**src/rtl/pdc_pkg.sv**
```systemverilog
package pdc_pkg;
   localparam int NUM_LOOPS = 2;
   localparam int IDX_IF    = 0;
   localparam int IDX_RF    = 1;

   // Power state of one loop
   typedef enum logic [1:0] {
      PDC_UP   = 2'd0,
      PDC_TRI  = 2'd1,
      PDC_DOWN = 2'd2
   } pdc_state_e;

   // Counter-reset mode encoding
   localparam logic [1:0] MODE_NONE = 2'd0;
   localparam logic [1:0] MODE_IF   = 2'd1;
   localparam logic [1:0] MODE_RF   = 2'd2;
   localparam logic [1:0] MODE_BOTH = 2'd3;
endpackage

```
**src/rtl/pdc_mode_dec.sv**
```systemverilog
module pdc_mode_dec
   import pdc_pkg::*;
#(
   parameter int LOOPS = NUM_LOOPS
) (
   input  logic             clk,
   input  logic             rst_n,
   input  logic             mode_wr,
   input  logic [1:0]       mode_code,
   output logic [LOOPS-1:0] hold
);
   logic [1:0] mode_q;

   always_ff @(posedge clk or negedge rst_n) begin
      if (!rst_n)
         mode_q <= MODE_NONE;
      else if (mode_wr)
         mode_q <= mode_code;
   end

   always_comb begin
      hold = '0;
      unique case (mode_q)
         MODE_NONE: hold = '0;
         MODE_IF:   hold[IDX_IF] = 1'b1;
         MODE_RF:   hold[IDX_RF] = 1'b1;
         MODE_BOTH: begin
            hold[IDX_IF] = 1'b1;
            hold[IDX_RF] = 1'b1;
         end
         default:   hold = '0;
      endcase
   end
endmodule

```
**src/rtl/pdc_cur_sel.sv**
```systemverilog
module pdc_cur_sel #(
   parameter int              CP_W         = 3,
   parameter bit              FL_FORCE_MAX = 1'b1,
   parameter logic [CP_W-1:0] FL_CODE      = '1
) (
   input  logic [CP_W-1:0] code_q,
   input  logic            fl_q,
   output logic [CP_W-1:0] code_out
);
   localparam logic [CP_W-1:0] MAX_CODE = {CP_W{1'b1}};

   generate
      if (FL_FORCE_MAX) begin : g_max
         assign code_out = fl_q ? MAX_CODE : code_q;
      end else begin : g_fixed
         assign code_out = fl_q ? FL_CODE : code_q;
      end
   endgenerate
endmodule

```
**src/rtl/pdc_loop_ctl.sv**
```systemverilog
module pdc_loop_ctl
   import pdc_pkg::*;
#(
   parameter int CP_W         = 3,
   parameter bit FL_FORCE_MAX = 1'b1
) (
   input  logic            clk,
   input  logic            rst_n,
   input  logic            wr,
   input  logic            pd_in,
   input  logic            tri_in,
   input  logic            fl_in,
   input  logic [CP_W-1:0] cur_in,
   input  logic            hold,
   input  logic            tc,
   output logic            cp_en,
   output logic [CP_W-1:0] cur_out,
   output logic            cnt_load,
   output logic            debias,
   output logic            pd_q,
   output logic            fl_q
);
   pdc_state_e      st_q, st_d;
   logic            tri_q;
   logic [CP_W-1:0] cur_q;

   // Latched control fields; accepted in every power state
   always_ff @(posedge clk or negedge rst_n) begin
      if (!rst_n) begin
         pd_q  <= 1'b0;
         tri_q <= 1'b0;
         fl_q  <= 1'b0;
         cur_q <= '0;
      end else if (wr) begin
         pd_q  <= pd_in;
         tri_q <= tri_in;
         fl_q  <= fl_in;
         cur_q <= cur_in;
      end
   end

   // Power sequencing
   always_comb begin
      st_d = st_q;
      if (wr) begin
         if (!pd_in)
            st_d = PDC_UP;
         else if (tri_in || st_q == PDC_DOWN)
            st_d = PDC_DOWN;
         else
            st_d = PDC_TRI;
      end else if (st_q == PDC_TRI && tc) begin
         st_d = PDC_DOWN;
      end
   end

   always_ff @(posedge clk or negedge rst_n) begin
      if (!rst_n)
         st_q <= PDC_UP;
      else
         st_q <= st_d;
   end

   assign debias   = (st_q == PDC_DOWN);
   assign cnt_load = debias | hold;
   assign cp_en    = (st_q == PDC_UP) & ~tri_q & ~hold;

   pdc_cur_sel #(
      .CP_W        (CP_W),
      .FL_FORCE_MAX(FL_FORCE_MAX)
   ) u_cur (
      .code_q  (cur_q),
      .fl_q    (fl_q),
      .code_out(cur_out)
   );
endmodule

```
**src/rtl/pdc_top.sv**
```systemverilog
module pdc_top
   import pdc_pkg::*;
#(
   parameter int CP_W         = 3,
   parameter bit FL_FORCE_MAX = 1'b1
) (
   input  logic            clk,
   input  logic            rst_n,
   input  logic [1:0]      ctl_wr,
   input  logic [1:0]      ctl_pd,
   input  logic [1:0]      ctl_tri,
   input  logic [1:0]      ctl_fl,
   input  logic [CP_W-1:0] ctl_cur_if,
   input  logic [CP_W-1:0] ctl_cur_rf,
   input  logic            mode_wr,
   input  logic [1:0]      mode_code,
   input  logic [1:0]      ref_tc,
   output logic [1:0]      cp_en,
   output logic [CP_W-1:0] cp_cur_if,
   output logic [CP_W-1:0] cp_cur_rf,
   output logic [1:0]      cnt_load,
   output logic [1:0]      debias,
   output logic            ref_osc_en,
   output logic            fl_sw
);
   localparam int LOOPS = NUM_LOOPS;

   generate
      if (CP_W < 1 || CP_W > 8) begin : g_bad_cpw
         $error("pdc_top: CP_W must be within 1..8");
      end
   endgenerate

   logic [LOOPS-1:0] hold;
   logic [LOOPS-1:0] pd_q;
   logic [LOOPS-1:0] fl_q;
   logic [CP_W-1:0]  cur_in  [LOOPS];
   logic [CP_W-1:0]  cur_out [LOOPS];

   assign cur_in[IDX_IF] = ctl_cur_if;
   assign cur_in[IDX_RF] = ctl_cur_rf;

   pdc_mode_dec #(.LOOPS(LOOPS)) u_mode (
      .clk      (clk),
      .rst_n    (rst_n),
      .mode_wr  (mode_wr),
      .mode_code(mode_code),
      .hold     (hold)
   );

   generate
      for (genvar i = 0; i < LOOPS; i++) begin : g_loop
         pdc_loop_ctl #(
            .CP_W        (CP_W),
            .FL_FORCE_MAX(FL_FORCE_MAX)
         ) u_loop (
            .clk     (clk),
            .rst_n   (rst_n),
            .wr      (ctl_wr[i]),
            .pd_in   (ctl_pd[i]),
            .tri_in  (ctl_tri[i]),
            .fl_in   (ctl_fl[i]),
            .cur_in  (cur_in[i]),
            .hold    (hold[i]),
            .tc      (ref_tc[i]),
            .cp_en   (cp_en[i]),
            .cur_out (cur_out[i]),
            .cnt_load(cnt_load[i]),
            .debias  (debias[i]),
            .pd_q    (pd_q[i]),
            .fl_q    (fl_q[i])
         );
      end
   endgenerate

   assign cp_cur_if  = cur_out[IDX_IF];
   assign cp_cur_rf  = cur_out[IDX_RF];
   assign ref_osc_en = ~(&pd_q);
   assign fl_sw      = fl_q[IDX_RF];
endmodule

```
**config.mk**
```make
export PLATFORM = sky130hd
export DESIGN_NAME = pdc_top
export DESIGN_NICKNAME = d
export VERILOG_FILES = /design/src/rtl/pdc_pkg.sv /design/src/rtl/pdc_mode_dec.sv /design/src/rtl/pdc_cur_sel.sv /design/src/rtl/pdc_loop_ctl.sv /design/src/rtl/pdc_top.sv
export SDC_FILE = /design/constraint.sdc
export NUM_CORES = 1
export LEC_CHECK = 0
export CAP_MARGIN = 30
export CORE_MARGIN = 2
export CORE_UTILIZATION = 45
export CTS_CLUSTER_DIAMETER = 100
export DETAILED_ROUTE_END_ITERATION = 8
export HOLD_SLACK_MARGIN = 0.15
export PLACE_DENSITY = 0.95
export SETUP_SLACK_MARGIN = 0.15
export SYNTH_ARGS = -nofsm -noshare
export SYNTH_HDL_FRONTEND = slang
export SYNTH_SLANG_ARGS = --single-unit
```
**constraint.sdc**
```tcl
create_clock -name clk -period 1.7 [get_ports clk]
set_input_delay 0.425 -clock clk [delete_from_list [all_inputs] [get_ports clk]]
set_output_delay 0.425 -clock clk [all_outputs]
set_load 0.02 [all_outputs]
```
# Word level (Yosys, flattened, before mapping)
# Index checks and enable logic that the tools add are counted.
op_classes:
  eq_ne: 7
  mux: 12
  n_bitwise: 11
  reduce_logical: 11
op_table:
  columns: ["operator", "count"]
  rows:
  - ["2-to-1 mux 2 bit", 8]
  - ["equality test 2 bit, second input constant", 4]
  - ["equality test 2 x 1 -> 1 bit, second input constant", 3]
  - ["2-to-1 mux 3 bit", 2]
  - ["NOT 1 bit", 5]
  - ["bitwise AND 1 bit", 4]
  - ["zero test 2 bit", 2]
  - ["nonzero test 2 bit", 2]
  - ["OR reduction 2 bit", 2]
  - ["logical AND 1 bit", 2]
  - ["logical OR 1 bit", 2]
  - ["2-to-1 mux 1 bit", 2]
  - ["OR 1 bit", 2]
  - ["AND reduction 2 bit", 1]
totals:
  reg_bits: 18
  output_inout_bits: 14
  elab_cells: 52

# Logic depth before layout (Yosys ltp)
# Gate-level depths: netlist of the first run.
depth:
  ltp_word: 5
  mapped_depth: 4
  depth_no_buf: 3

# Hierarchy
# Synthesis of the first run repeated with hierarchy kept, for this count alone.
unflattened:
  hier_cells: 67
  area_unflattened_um2: 887.1
modules_own_cells:
  columns: ["mod", "n_inst", "cells_per_inst", "area_per_inst_um2", "seq_area_each_um2"]
  rows:
  - ["pdc_loop_ctl", 2, 27, 382.9, 200.2]
  - ["pdc_mode_dec", 1, 6, 80.1, 50.0]
  - ["pdc_cur_sel", 2, 3, 18.8, 0.0]
  - ["pdc_top", 1, 1, 3.8, 0.0]

# Worst setup path after synthesis of the first run
# Ideal clock, no wire load.
synth_path:
  path_type: "register to output"
  startpoint: "register g_loop[1].u_loop.st_q[1]"
  endpoint: "output cnt_load[1]"
  arrival_ns: 0.910
  required_time_ns: 1.275
  slack_ns: 0.365
  path_stages_with_launch: 5
  path_buffers: 1
  cell_sequence: "dfrtp_1 > inv_1 > nor2_1 > or2_2 > buf_4"
synth_via:
  elab_chain_cells: 2
synth_lines:
  columns: ["item", "line_no", "rtl"]
  rows:
  - ["start: declaration", "pdc_loop_ctl.sv:23", "pdc_state_e st_q, st_d;"]
  - ["start signal: assignment", "pdc_loop_ctl.sv:61", "st_q <= st_d;"]
  - ["equality test 2 bit", "pdc_loop_ctl.sv:64", "assign debias = (st_q == PDC_DOWN);"]
  - ["via g_loop[1].u_loop.debias", "pdc_loop_ctl.sv:19", "output logic debias,"]
  - ["OR 1 bit", "pdc_loop_ctl.sv:65", "assign cnt_load = debias | hold;"]
  - ["end: declaration", "pdc_top.sv:21", "output logic [1:0] cnt_load,"]
# The timed path passes the listed nets, and every way through them passes these cells.

# Final worst setup path of the first run
layout_path:
  startpoint: "register g_loop[1].u_loop.fl_q"
  endpoint: "output cp_cur_rf[2]"
layout_via:
  elab_chain_cells: 1
layout_lines:
  columns: ["item", "line_no", "rtl"]
  rows:
  - ["start: declaration", "pdc_loop_ctl.sv:21", "output logic fl_q"]
  - ["start signal: assignment", "pdc_loop_ctl.sv:37", "fl_q <= fl_in;"]
  - ["2-to-1 mux 3 bit", "pdc_cur_sel.sv:14", "assign code_out = fl_q ? MAX_CODE : code_q;"]
  - ["end: declaration", "pdc_top.sv:20", "output logic [CP_W-1:0] cp_cur_rf,"]
# Every way passes these cells.

==> impl_results.md, run 1 <==
* Full die area at about 2300 um^2
* Startpoint types: flop
* Most frequent cells in the layout: clkdlybuf4s50_1 (20), dfrtp_1 (18), buf_6 (18)
* Slew margin rel. at 0.682
* Gpl congestion at approximately 0.66
* CP required at between 1000 and 1500 ps
* Final WL at slightly below 2000 um
* VDD IR max at 0.000632 V
* DRT Pass-1 Iters at 4
* RSZ-0062 raised after global routing: yes
* CTS Buf Count at 3
* I/O Buffers at 34
* Least-Margin Pin Slew at 476 ps
* Yosys reg bits at 18
* Final hold violations at 0
* Sequential share of the synthesized area at 0.523
* CTS Root Cell: clkbuf_4
* Drt wl/cell at about 13 um
* Chip Height at between 40 and 50 um
* HP Class: in2async
* Detailed Route Iter0 Violations at 5
* Multi-input logic area at between 300 and 400 um^2
* Worst-Skew Late Latency at around 280 ps
* Vias in the first global route at around 660
* Vias/cell at 4.84
* Mapped Area at about 860 um^2
* Clk sink count at 18
* Fmax at roughly 620 MHz
* Syn Nets at 93
* Grt ovf at 0
* Status: complete, no violations
* Row cnt at 15
* Final Util at 0.811
* P_leak at around 0.64 nW
* Global Route Usage Sum at 0.190
* Final setup violation count at 0
* Remaining DRCs at 0
* Power per Cell Area at approximately 860 nW/um^2
* Fin crit share at 0.954
* Fill count at around 120
* Initial antenna violation count at 0
* Vias at around 710
* Core Region at 1760 um^2
* Max Clock Skew at 6.50 ps
* Tmin final at about 1600 ps
* Avg Inst Size Synth at 12.0 um^2
* Ports at 35
* Net total in the final layout at 145
* CP max FO at 4
* Commonest non-fill, non-tap cell in the layout: clkdlybuf4s50_1
* Post-DP Area at between 1000 and 1500 um^2
* Crit path kind: reg2out
* WP data arrival at between 1000 and 1500 ps
* Yosys cell types at 20
* Initial core utilization at 0.488
* Post-Syn Instances at between 70 and 80
* Syn. warnings at 0
* Ant diodes at 0
* Chip width at between 40 and 50 um
* First-pass GRT wire length at approximately 2800 um
* Final Cell Area at about 1400 um^2
* Area delta synth->final at 66.3%
* Crit end category: output port
* Max_cap viols at 0
* H-tree depth at 1
* CTS max path bufs at 2
* Largest net degree at the start of global routing at 19
* FF/Latch Area at approximately 450 um^2
* TritonCTS clock tree: done
* WHS at between 400 and 500 ps
* Clk slew on worst S/H paths at 100 ps
* Final Slew Violations at 0
* Fraction of layout cells with a size suffix above 1 at 0.557
* Final ANT Viol Nets at 0
-- state kept, by name (all words and copies together) (netlist names) --
signal,count
g_loop.u_loop.fl_q,2
g_loop.u_loop.st_q,4
u_mode.mode_q,2
g_loop.u_loop.cur_q,6
g_loop.u_loop.pd_q,2
g_loop.u_loop.tri_q,2
-- Yosys cell counts --
cell type,count,share of area
nand2b_1,2,0.015
o21ai_0,1,0.0058
buf_2,1,0.0058
a221oi_1,1,0.010
a21oi_1,4,0.023
mux2_2,14,0.18
a311o_1,1,0.012
a311oi_1,1,0.010
or2_2,8,0.058
nand2_1,1,0.0044
inv_1,5,0.022
a21boi_0,1,0.0087
dfrtp_1,18,0.52
nor2_1,2,0.0087
nor2b_1,1,0.0073
buf_6,1,0.013
nor4_1,2,0.015
and3_4,1,0.013
buf_4,6,0.052
a32oi_1,1,0.010
-- critical path, cell delays in order, from the launching register on --
cell and delay [ps]:
dfrtp_1 430, buf_6 130, or2_4 220, buf_6 130
-- cell families after synthesis --
group,synth area share
flops,0.523
buf+inv,0.0930
simple gates,0.121
compound gates,0.0799
mux,0.183
-- per-stage QoR --
step	std cells	setup TNS, ps	power [mW]	setup WS (ps)
floorplan	72	0	0.713	365
global placement	130	0	0.859	0.704
detailed placement	130	-71.1	0.876	-39.9
CTS	147	0	1.19	78.5
global route	147	0	1.30	29.2
finish	147	0	1.23	78.4
-- worst paths after layout --
path	startpoint	slack (ps)	cells past startpoint	endpoint
worst max-delay path	g_loop[1].u_loop.fl_q	80	3	cp_cur_rf[2]
worst min-delay path	rst_n	450	2	g_loop[1].u_loop.fl_q
worst max register to register	g_loop[0].u_loop.st_q[1]	100	9	g_loop[0].u_loop.st_q[0]
worst min register to register	g_loop[1].u_loop.cur_q[0]	520	1	g_loop[1].u_loop.cur_q[0]
max in group asynchronous	rst_n	1060	2	g_loop[0].u_loop.st_q[0]
min in group clk	g_loop[1].u_loop.cur_q[0]	520	1	g_loop[1].u_loop.cur_q[0]
-- per-layer routing --
metal / share of wire / GRT usage / wire [um]
met4: 0.021 / 0.0973 / 41
met2: 0.56 / 0.333 / 1110
met3: 0.059 / 0.0491 / 117
met5: 0 / 0 / 0
met1: 0.36 / 0.210 / 711
-- final cells by class --
class / instances / area share
clock buffers: 3 / 0.0157
repair buffers: 55 / 0.370
well taps: 25 / 0.0219
flip-flops and latches: 18 / 0.315
inverters: 5 / 0.0131
multi-input cells: 41 / 0.265
-- report_power, final --
| group | switching, mW | internal [mW] |
|---|---|---|
| clock network | 0.121 | 0.0822 |
| logic | 0.195 | 0.315 |
| registers | 0.0418 | 0.478 |
| total | 0.357 | 0.876 |
-- repair_timing --
action / 4_1_cts / 5_1_grt
endpoints found under the setup margin: 14 / 15
hold buffers: 0 / 0
buffers inserted: 14 / 0
pin swaps: 4 / 6
endpoints found under the hold margin: 0 / 0
gates resized for setup: 79 / 19
Note: power is estimated with default switching activity, not from simulation.
==> run 2, diff against run 1 <==
CORE_UTILIZATION = 35   (was 45)
CTS_CLUSTER_SIZE = 8   (was not set)
PLACE_DENSITY = 0.79   (was 0.95)
==> impl_results.md, run 2 (synthesis results as in run 1) <==
* Most frequent cells in the layout: clkdlybuf4s50_1 (20), dfrtp_1 (17), buf_4 (15)
* CP required at 1270 ps
* CP Cell Sequence: buf_6 > or2_4 > buf_6
* Startpoint types: flop
* Remaining DRCs at 0
* Worst Path Buf+Inv at 2
* Least-Margin Pin Slew at roughly 240 ps
* First-pass GRT wire length at around 3000 um
* Vias at 693
* CP max FO at 5
* Vias in the first global route at about 720
* Combinational share of power at 0.346
* Register share of total power at 0.437
* Area delta synth->final at 57.7%
* Largest regs: g_loop.u_loop.cur_q (6), g_loop.u_loop.st_q (4)
* P_leak at 0.608 nW
* Chip Height at 53.6 um
* Setup TNS at 0 ps
* Status: complete, no violations
* Final Util at 0.596
* Biggest register: g_loop.u_loop.cur_q
* Tmin final at 1640 ps
* Detailed Place HPWL at between 1000 and 1500 um
* Power Total at 1.19 mW
* Crit end category: output port
* Crit path kind: reg2out
* I/O Buffers at 34
* CTS max path bufs at 2
* Detailed Route Iter0 Violations at 1
* Number of flip-flops in the largest register at 6
* Fmax at between 600 and 700 MHz
* Core Region at ~2300 um^2
* Row cnt at 17
* H-tree depth at 1
* Fraction of layout cells with a size suffix above 1 at 0.525
* Switching portion of total power at 0.280
* CP top delay family: flip-flops
* VDD IR max at approximately 0.00054 V
* Final Cell Area at about 1400 um^2
* Chip width at 53.6 um
* TritonCTS clock tree: done
* Net total in the final layout at between 100 and 150
* Final hold violations at 0
* RSZ-0062 raised after global routing: yes
* Hold buffer count at CTS at 0
* Final WL at between 1500 and 2000 um
* Full die area at approximately 2900 um^2
* Global Route Usage Sum at 0.146
* Gpl congestion at 0.755
* Ports at 35
* Power per Cell Area at just under 900 nW/um^2
* Initial core utilization at 0.378
* Clk sink count at 18
* Largest net degree at the start of global routing at 19
* Commonest non-fill, non-tap cell in the layout: clkdlybuf4s50_1
* Cell repeated most along the worst path: buf_6
* Pint at 0.854 mW
* Slew margin rel. at 0.838
* Max Clock Skew at 0.0691 ps
* Worst path slowest cell: dfrtp_2
* CP peak stage delay at about 450 ps
* DRT Pass-1 Iters at 2
* Worst-Skew Late Latency at between 200 and 300 ps
* WP data arrival at 1210 ps
* Final setup violation count at 0
* Grt ovf at 0
* Clock power share at 0.217
* Drt wl/cell at approximately 12 um
* CTS Buf Count at 3
* Final ANT Viol Nets at 0
* Max_cap viols at 0
* Post-DP Area at 1240 um^2
* HP Class: in2async
* CTS Root Cell: clkbuf_4
* Final Slew Violations at 0
* Fill count at around 190
* Reg2reg setup slack at between 500 and 600 ps
* Ant diodes at 0
* Clk slew on worst S/H paths at ~100 ps
* Initial antenna violation count at 0
* Sw power at 0.332 mW
* Fin crit share at 0.964
* Vias/cell at about 4.7
-- run 2: cell type report --
type / count / area, um^2 / area share
Tap cell: 28 / 35.0 / 0.0258
Timing Repair Buffer: 50 / 454 / 0.335
Sequential cell: 18 / 452 / 0.333
Clock buffer: 4 / 36.3 / 0.0267
Inverter: 5 / 18.8 / 0.0138
Multi-Input combinational cell: 41 / 362 / 0.266
-- run 2: final timing paths --
kind / from / end / cells past startpoint
hold reg to reg: g_loop[0].u_loop.cur_q[0] / g_loop[0].u_loop.cur_q[0] / 1
min in group clk: g_loop[0].u_loop.cur_q[0] / g_loop[0].u_loop.cur_q[0] / 1
setup / recovery: g_loop[1].u_loop.fl_q / cp_cur_rf[2] / 3
max in group asynchronous: rst_n / g_loop[1].u_loop.fl_q / 2
hold / removal: rst_n / g_loop[1].u_loop.cur_q[2] / 2
setup reg to reg: g_loop[0].u_loop.st_q[1] / g_loop[0].u_loop.st_q[0] / 5
-- run 2: power by group through the flow --
stage | sequential, mW | combinational (mW) | clock, mW
6_report | 0.518 | 0.410 | 0.258
5_1_grt | 0.525 | 0.447 | 0.300
4_1_cts | 0.514 | 0.395 | 0.269
3_5_place_dp | 0.518 | 0.360 | 0
3_3_place_gp | 0.513 | 0.351 | 0
2_1_floorplan | 0.513 | 0.199 | 0
-- run 2: through the flow --
| stage | hold WS [ps] | worst slack [ps] | std cells |
|---|---|---|---|
| floorplan | 129 | 365 | 72 |
| global placement | 482 | 15.1 | 135 |
| detailed placement | 487 | -33.4 | 135 |
| CTS | 466 | 23.1 | 144 |
| global route | 463 | -8.89 | 146 |
| finish | 463 | 60.6 | 146 |
-- run 2: what timing repair did --
action	4_1_cts	5_1_grt
gates resized for setup	76	11
setup endpoints to repair	14	13
hold endpoints to repair	0	0
pin swaps	4	5
buffers inserted	5	2
-- run 2: metal layers --
metal,wire (um),track usage
met1,737,0.182
met3,145,0.0444
met5,0,0
met4,0,0.0385
met2,917,0.247
==> run 3, diff against run 2 <==
GPL_ROUTABILITY_DRIVEN = 0   (was not set)
==> results of run 3 <==
No change in the layout: final DEF, timing and power equal those of run 2.
